<file path="config.mk">
export PLATFORM = sky130hd
export DESIGN_NAME = burst_addr_gen
export DESIGN_NICKNAME = d
export VERILOG_FILES = /design/src/rtl/burst_addr_gen.sv
export SDC_FILE = /design/constraint.sdc
export NUM_CORES = 1
export LEC_CHECK = 0
export BUFFER_PORTS_ARGS = -buffer_cell sky130_fd_sc_hd__buf_2
export CORE_ASPECT_RATIO = 0.75
export CORE_MARGIN = 4
export CORE_UTILIZATION = 49
export CTS_CLUSTER_DIAMETER = 60
export DETAILED_ROUTE_END_ITERATION = 10
export PLACE_DENSITY = 0.91
export SKIP_LAST_GASP = 1
export SLEW_MARGIN = 30
export SYNTH_ARGS = -nofsm -noshare
export SYNTH_HDL_FRONTEND = slang
export SYNTH_SLANG_ARGS = --single-unit
</file>
<file path="constraint.sdc">
create_clock -name clk -period 1.53 [get_ports clk]
set_input_delay 0.2295 -clock clk [delete_from_list [all_inputs] [get_ports clk]]
set_output_delay 0.2295 -clock clk [all_outputs]
set_load 0.02 [all_outputs]
</file>
<file path="src/rtl/burst_addr_gen.sv">
module burst_addr_gen #(
  parameter int ADDR_W = 18,
  parameter int BEAT_W = 2
) (
  input  logic              clk,
  input  logic              rst_n,
  input  logic              lin_order,
  input  logic              strobe_cpu,
  input  logic              strobe_ctl,
  input  logic              advance,
  input  logic [ADDR_W-1:0] addr_cpu,
  input  logic [ADDR_W-1:0] addr_ctl,
  output logic [ADDR_W-1:0] word_addr,
  output logic [BEAT_W-1:0] beat_idx
);

  logic              load;
  logic [ADDR_W-1:0] load_addr;
  logic [ADDR_W-1:0] base_q;
  logic [BEAT_W-1:0] beat_q;
  logic              lin_q;
  logic [BEAT_W-1:0] low_bits;

  assign load      = strobe_cpu | strobe_ctl;
  assign load_addr = strobe_cpu ? addr_cpu : addr_ctl;

  always_ff @(posedge clk) begin
    if (!rst_n) begin
      base_q <= '0;
      beat_q <= '0;
      lin_q  <= 1'b0;
    end else if (load) begin
      base_q <= load_addr;
      beat_q <= '0;
      lin_q  <= lin_order;
    end else if (advance) begin
      beat_q <= beat_q + BEAT_W'(1);
    end
  end

  assign low_bits  = lin_q ? (base_q[BEAT_W-1:0] + beat_q)
                           : (base_q[BEAT_W-1:0] ^ beat_q);
  assign word_addr = {base_q[ADDR_W-1:BEAT_W], low_bits};
  assign beat_idx  = beat_q;


  cpu_load_chk: assert property (@(posedge clk) disable iff (!rst_n)
    strobe_cpu |=> (word_addr == $past(addr_cpu)) && (beat_idx == '0));


  ctl_load_chk: assert property (@(posedge clk) disable iff (!rst_n)
    (strobe_ctl && !strobe_cpu) |=> (word_addr == $past(addr_ctl)) && (beat_idx == '0));


  advance_step_chk: assert property (@(posedge clk) disable iff (!rst_n)
    (!strobe_cpu && !strobe_ctl && advance) |=>
      (beat_idx == BEAT_W'($past(beat_idx) + 1)) &&
      (word_addr[ADDR_W-1:BEAT_W] == $past(word_addr[ADDR_W-1:BEAT_W])));


  idle_hold_chk: assert property (@(posedge clk) disable iff (!rst_n)
    (!strobe_cpu && !strobe_ctl && !advance) |=> $stable(word_addr) && $stable(beat_idx));

endmodule

</file>
==> metrics.md, run 1 <==
| Metric | Value |
|---|---|
| Clk_lat worst skew | `0.30 ns` |
| Async S/R FF share, synth | `0` |
| Total power | `0.00119 W` |
| Final Wtd Congestion | `0.633` |
| First-pass GRT wire length | `4.46 mm` |
| Initial DRT Pass Iterations | `3` |
| Setup-failing EPs final | `0` |
| FF+latch count, synth | `21` |
| Pin count of the biggest net entering global routing | `35` |
| Clock skew | `0.0000386 ns` |
| Worst EP arrival | `1.21 ns` |
| Critical Path RT | `1.30 ns` |
| Tightest Pin Transition | `0.544 ns` |
| Die H | `51.9 um` |
| Final ANT Viol Nets | `0` |
| Via count | `963` |
| Min Hold Slack | `0.182 ns` |
| Port Buffers | `61` |
| DR iter-0 viols | `24` |
| Startpoint types | `register` |
| Avg Cell Area, Syn | `11.2 um2` |
| Vias in the first global route | `1,039` |
| Layout Nets | `201` |
| Antenna diode count | `0` |
| Yosys cell types | `22` |
| P&R area growth vs syn | `21.7%` |
| Clock slew at reported path FFs | `0.11 ns` |
| Status | `completed` |
| Top Ports | `62` |
| Critical-path maximum fanout | `2` |
| Post-synth EDFFs | `0` |
| CTS tree | `done` |
| Initial Utilization | `0.533` |
| CTS hold repair buffers | `0` |
| Main synth FF type | `dfxtp_1` |
| Hold Path Class | `input pin to register` |
| H-Tree Depth | `1` |
| Final period util | `0.940` |
| Syn nets | `155` |
| Via density | `5.04` |
| CTS max path bufs | `2` |
| WS Path Type | `register to primary output` |
| Clock sink count | `21` |
| Total GRT Usage | `0.172` |
| MaxCap Viol Count | `0` |
| Synth warnings | `0` |
| Layout cells sized above 1 | `0.599` |
| Routed WL per cell | `14.8 um` |
| Pwr Density | `778 nW/um2` |
| CORE AREA | `2360 um2` |
| Slew headroom | `0.637` |
| Die area | `3460 um2` |
| WL final | `2.83 mm` |
| GRT overflow | `0` |
| Final HPWL DP | `2.08 mm` |
| Row Count | `15` |
| Die width | `66.6 um` |
| Initial antenna violation count | `0` |
| Post-synthesis sequential area ratio | `0.334` |
| Leak pwr | `0.887 nW` |
| Maximum VDD drop | `624 uV` |
| Total CTS buffers | `3` |
| Syn Inst Count | `112` |
| Residual DRC | `0` |
| Final hold viol count | `0` |
| Worst setup EP type | `primary output` |
| Fmax | `695 MHz` |
| CTS Root Cell | `clkbuf_4` |
| Minimum clock period | `1.44 ns` |
| Max-slew violations | `0` |
| Mapped Area | `1260 um2` |
-- path summary, 6_finish.rpt --
path | from | end | slack [ns] | depth (start not counted)
setup / recovery | base_q[1]$_SDFFE_PN0P_ | word_addr[1] | 0.09 | 3
hold / removal | lin_order | lin_q$_SDFFE_PN0P_ | 0.18 | 3
setup reg to reg | base_q[1]$_SDFFE_PN0P_ | base_q[1]$_SDFFE_PN0P_ | 0.60 | 2
hold reg to reg | lin_q$_SDFFE_PN0P_ | lin_q$_SDFFE_PN0P_ | 0.57 | 2
-- critical path: stages, from the launching register on --
cell,delay [ns]
dfxtp_1,0.41
xor2_2,0.19
xnor2_1,0.14
buf_4,0.16
-- state kept, by name, summed over array words and instances, names as in the netlist --
signal,flops
beat_idx,2
base_q,18
lin_q,1
-- cell type report --
cell class / count / area [um2]
Sequential cell: 21 / 427
Multi-Input combinational cell: 67 / 688
Tap cell: 34 / 42.5
Clock buffer: 4 / 26.3
Timing Repair Buffer: 65 / 350
Fill cell: 214 / 831
-- kinds of logic (layout without fill, tap and decap cells) --
group	Yosys count	in the layout	synth area share
adder cells (fa/ha/maj)	1	1	0.00993
multiplexers	18	18	0.212
XOR/XNOR	3	3	0.0209
AND/OR/NAND/NOR	23	23	0.120
buffers and inverters	24	69	0.136
AO/OA/AOI/OAI	22	22	0.168
flip-flops	21	21	0.334
-- Yosys cell counts, types with 2 or more instances --
master	count	area share
buf_6	2	0.018
nand2b_1	15	0.074
or2b_1	3	0.018
o211a_1	18	0.14
buf_2	5	0.020
xnor2_1	2	0.014
mux2_4	17	0.20
dfxtp_1	21	0.33
buf_4	16	0.095
-- report_power, final --
part / total [W] / leakage (nW) / switching (W) / internal [W]
sequential: 0.000607 / 0.176 / 0.0000224 / 0.000584
combinational: 0.000323 / 0.696 / 0.000146 / 0.000177
clock: 0.000263 / 0.0150 / 0.000161 / 0.000102
-- cells in the final DEF, fill, tap and decap left out --
master / netlist / routed
mux2_2: 1 / 1
a21boi_1: 1 / 1
mux2_4: 17 / 17
clkbuf_1: 1 / 1
nand3b_1: 1 / 1
o21ai_0: 1 / 1
dfxtp_4: 0 / 1
nand2b_1: 15 / 15
or3b_1: 1 / 1
a21bo_2: 1 / 1
o211a_1: 18 / 18
or2b_1: 3 / 3
xor2_2: 0 / 1
clkbuf_4: 0 / 3
dfxtp_1: 21 / 18
a21oi_2: 1 / 1
nor2_1: 1 / 1
buf_2: 5 / 60
or3b_4: 1 / 1
buf_4: 16 / 4
buf_12: 0 / 1
dfxtp_2: 0 / 2
nand2_1: 1 / 1
xnor2_1: 2 / 2
ha_4: 0 / 1
-- timing repair --
item,in CTS,in global routing
gates resized for setup,1,7
endpoints found under the setup margin,1,1
buffers inserted,0,1
pin swaps,0,2
-- per-layer routing --
| metal | routed length (um) | vias up | track usage |
|---|---|---|---|
| li1 | - | 465 | - |
| met1 | 1030 | 452 | 0.173 |
| met2 | 1520 | 40 | 0.319 |
| met3 | 239 | 6 | 0.0670 |
| met4 | 44 | 0 | 0.0642 |
| met5 | 0 | - | 0 |
-- stage by stage --
stage	area (um2)	cells	TNS, ns	util	setup slack (ns)
finish	1530	191	0	0.649	0.0914
global route	1530	191	-0.0255	0.649	-0.0255
CTS	1500	190	0	0.634	0.0507
detailed placement	1470	186	0	0.622	0.298
global placement	1470	186	0	0.622	0.359
floorplan	1260	112	0	-	0.186
(Power assumes the default switching activity.)
==> run 2, diff against run 1 <==
--- a/config.mk
+++ b/config.mk
@@ -9,10 +9,10 @@
 export CORE_ASPECT_RATIO = 0.75
 export CORE_MARGIN = 4
 export CORE_UTILIZATION = 49
+export CTS_BUF_LIST = sky130_fd_sc_hd__clkbuf_4 sky130_fd_sc_hd__clkbuf_8 sky130_fd_sc_hd__clkbuf_16
 export CTS_CLUSTER_DIAMETER = 60
 export DETAILED_ROUTE_END_ITERATION = 10
 export PLACE_DENSITY = 0.91
-export SKIP_LAST_GASP = 1
 export SLEW_MARGIN = 30
 export SYNTH_ARGS = -nofsm -noshare
 export SYNTH_HDL_FRONTEND = slang
==> run 2 against run 1 <==
  * Die area is the same
  * Count of clock-buffer cells in the layout did not move
  * Maximum frequency grew 0.70%
  * Sequential power hardly changed
  * Sequential share of layout area shrank 0.068 points
  * Cell count unchanged
  * Clock skew hardly changed
  * Non-clock buffer count did not move
  * Critical path depth unchanged
==> metrics.md, run 2 (synthesis gave the netlist of run 1 again) <==
| Metric | Value |
|---|---|
| Initial Utilization | `0.533 (unchanged)` |
| WS Path Type | `register to primary output` |
| Final period util | `0.934 (-0.00649)` |
| Final hold viol count | `0 (unchanged)` |
| Layout cells sized above 1 | `0.605 (+0.00637)` |
| Clk_lat worst skew | `0.30 ns (about the same)` |
| DR iter-0 viols | `23 (-4.2%)` |
| Worst setup EP type | `primary output` |
| Comb pwr share | `0.268 (-0.003)` |
| Antenna diode count | `0 (unchanged)` |
| Die area | `3460 um2 (unchanged)` |
| Initial antenna violation count | `0 (unchanged)` |
| Leak pwr | `0.890 nW (+0.39%)` |
| Die width | `66.6 um (unchanged)` |
| Critical path cell sequence | `xor2_2, xnor2_1, buf_4` |
| Fmax | `700 MHz (+0.70%)` |
| CTS tree | `done` |
| Final HPWL DP | `2.08 mm (unchanged)` |
| Port Buffers | `61 (unchanged)` |
| Fill cells | `214 (unchanged)` |
| P&R area growth vs syn | `22.0%` |
| Layout Nets | `201 (unchanged)` |
| Clock sink count | `21 (unchanged)` |
| Routed WL per cell | `14.7 um (-1.0%)` |
| Slew headroom | `0.646 (+0.00879)` |
| Vias in the first global route | `1,044 (+0.48%)` |
| Initial DRT Pass Iterations | `3 (unchanged)` |
| CTS Root Cell | `clkbuf_4` |
| Critical path's slowest cell | `dfxtp_1` |
| Post-DP Area | `1470 um2 (unchanged)` |
| Fin area | `1540 um2 (+0.24%)` |
| Final ANT Viol Nets | `0 (unchanged)` |
| Status | `completed` |
| Largest register by flop count | `base_q` |
| Max reg flops | `18 (unchanged)` |
| Minimum clock period | `1.43 ns (-0.00993 ns)` |
| Setup-failing EPs final | `0 (unchanged)` |
| Die H | `51.9 um (unchanged)` |
| Switching share of total power | `0.268 (-0.00789)` |
| Top Ports | `62 (unchanged)` |
| Pin count of the biggest net entering global routing | `35 (unchanged)` |
| DP Cell Count | `186 (unchanged)` |
| Tightest Pin Transition | `0.531 ns (-0.0132 ns)` |
| Via count | `962 (-0.10%)` |
| Sequential power share | `0.504 (-0.005)` |
| Worst EP arrival | `1.20 ns (about the same)` |
| Via density | `5.04 (-0.10%)` |
| Clock skew | `0.0000683 ns (+0.0000296 ns)` |
| Pwr Density | `783 nW/um2 (+0.70%)` |
| Residual DRC | `0 (unchanged)` |
| CTS max path bufs | `2 (unchanged)` |
| H-Tree Depth | `1 (unchanged)` |
| Startpoint types | `register` |
| Switching Power | `0.000323 W (-1.9%)` |
| CORE AREA | `2360 um2 (unchanged)` |
| Clock slew at reported path FFs | `0.11 ns (about the same)` |
| Final Wtd Congestion | `0.633 (unchanged)` |
| GRT overflow | `0 (unchanged)` |
| CP max stage delay | `0.41 ns (about the same)` |
| Max-slew violations | `0 (unchanged)` |
| MaxCap Viol Count | `0 (unchanged)` |
| Row Count | `15 (unchanged)` |
| Total GRT Usage | `0.172 (-0.000459)` |
| Register-to-register setup slack | `0.60 ns (about the same)` |
| Commonest cells after routing, fill and taps aside | `60 x buf_2, 18 x o211a_1, 18 x dfxtp_1, 17 x mux2_4, 15 x nand2b_1` |
| Clock power frac | `0.228 (+0.008)` |
| Critical-path maximum fanout | `2 (unchanged)` |
| Total CTS buffers | `3 (unchanged)` |
| WL final | `2.80 mm (-1.0%)` |
| Maximum VDD drop | `594 uV (-4.7%)` |
| First-pass GRT wire length | `4.48 mm (+0.31%)` |
| Hold Path Class | `input pin to register` |
| Int Power | `0.000881 W (+2.0%)` |
| Most common cell after layout, fill and taps aside | `buf_2` |
| Layout Cells excl Fill | `191 (unchanged)` |
| Critical Path RT | `1.30 ns (about the same)` |
| CTS hold repair buffers | `0 (unchanged)` |
run 2: changes by cell type in the layout (fill, tap and decap cells not counted):
cell	delta
clkbuf_1	-1
clkbuf_4	+1
run 2: final timing paths:
kind / start / cells past startpoint / endpoint
min: lin_order / 3 / lin_q$_SDFFE_PN0P_
min reg2reg: lin_q$_SDFFE_PN0P_ / 2 / lin_q$_SDFFE_PN0P_
max: base_q[1]$_SDFFE_PN0P_ / 3 / word_addr[1]
max reg2reg: base_q[1]$_SDFFE_PN0P_ / 2 / base_q[1]$_SDFFE_PN0P_
run 2: routing by layer:
metal  GRT usage  wire [um]  vias to the layer above  share of wire
met5           0          0                        -              0
met4      0.0574         32                        0          0.011
met3      0.0691        242                        4          0.086
met2       0.321       1510                       40           0.54
met1       0.172       1010                      452           0.36
li1            -          -                      466              -
run 2: final cells by class:
type / instances / area (um2) / share of cell area
clock buffers: 4 / 30.0 / 0.0195
multi-input cells: 67 / 688 / 0.448
flip-flops and latches: 21 / 427 / 0.277
well taps: 34 / 42.5 / 0.0277
repair buffers: 65 / 350 / 0.228
run 2: metrics by stage:
stage	hold WS (ns)	power (W)	TNS, ns	utilization	setup WS (ns)
2_1_floorplan	0.377	0.000868	0	-	0.186
3_3_place_gp	0.503	0.000924	0	0.622	0.359
3_5_place_dp	0.505	0.000939	0	0.622	0.298
4_1_cts	0.172	0.00122	0	0.635	0.00116
5_1_grt	0.188	0.00128	-0.0229	0.650	-0.0229
6_report	0.182	0.00120	0	0.650	0.101
run 2: timing repair:
item,CTS,global route
resized for setup,0,8
setup buffers,0,1
endpoints found under the setup margin,0,1
run 2: critical path, delay by kind of cell (launching register included):
family	cells	cell delay [ns]
xor gates and xnor gates	2	0.33
buffers and inverters	1	0.16
DFF	1	0.41
run 2: power by group through the flow:
stage	clock network, W	registers [W]	logic [W]
after floorplan	0	0.000614	0.000254
after global placement	0	0.000615	0.000309
after detailed placement	0	0.000618	0.000321
after CTS	0.000291	0.000606	0.000323
after global routing	0.000318	0.000612	0.000349
final	0.000274	0.000607	0.000323
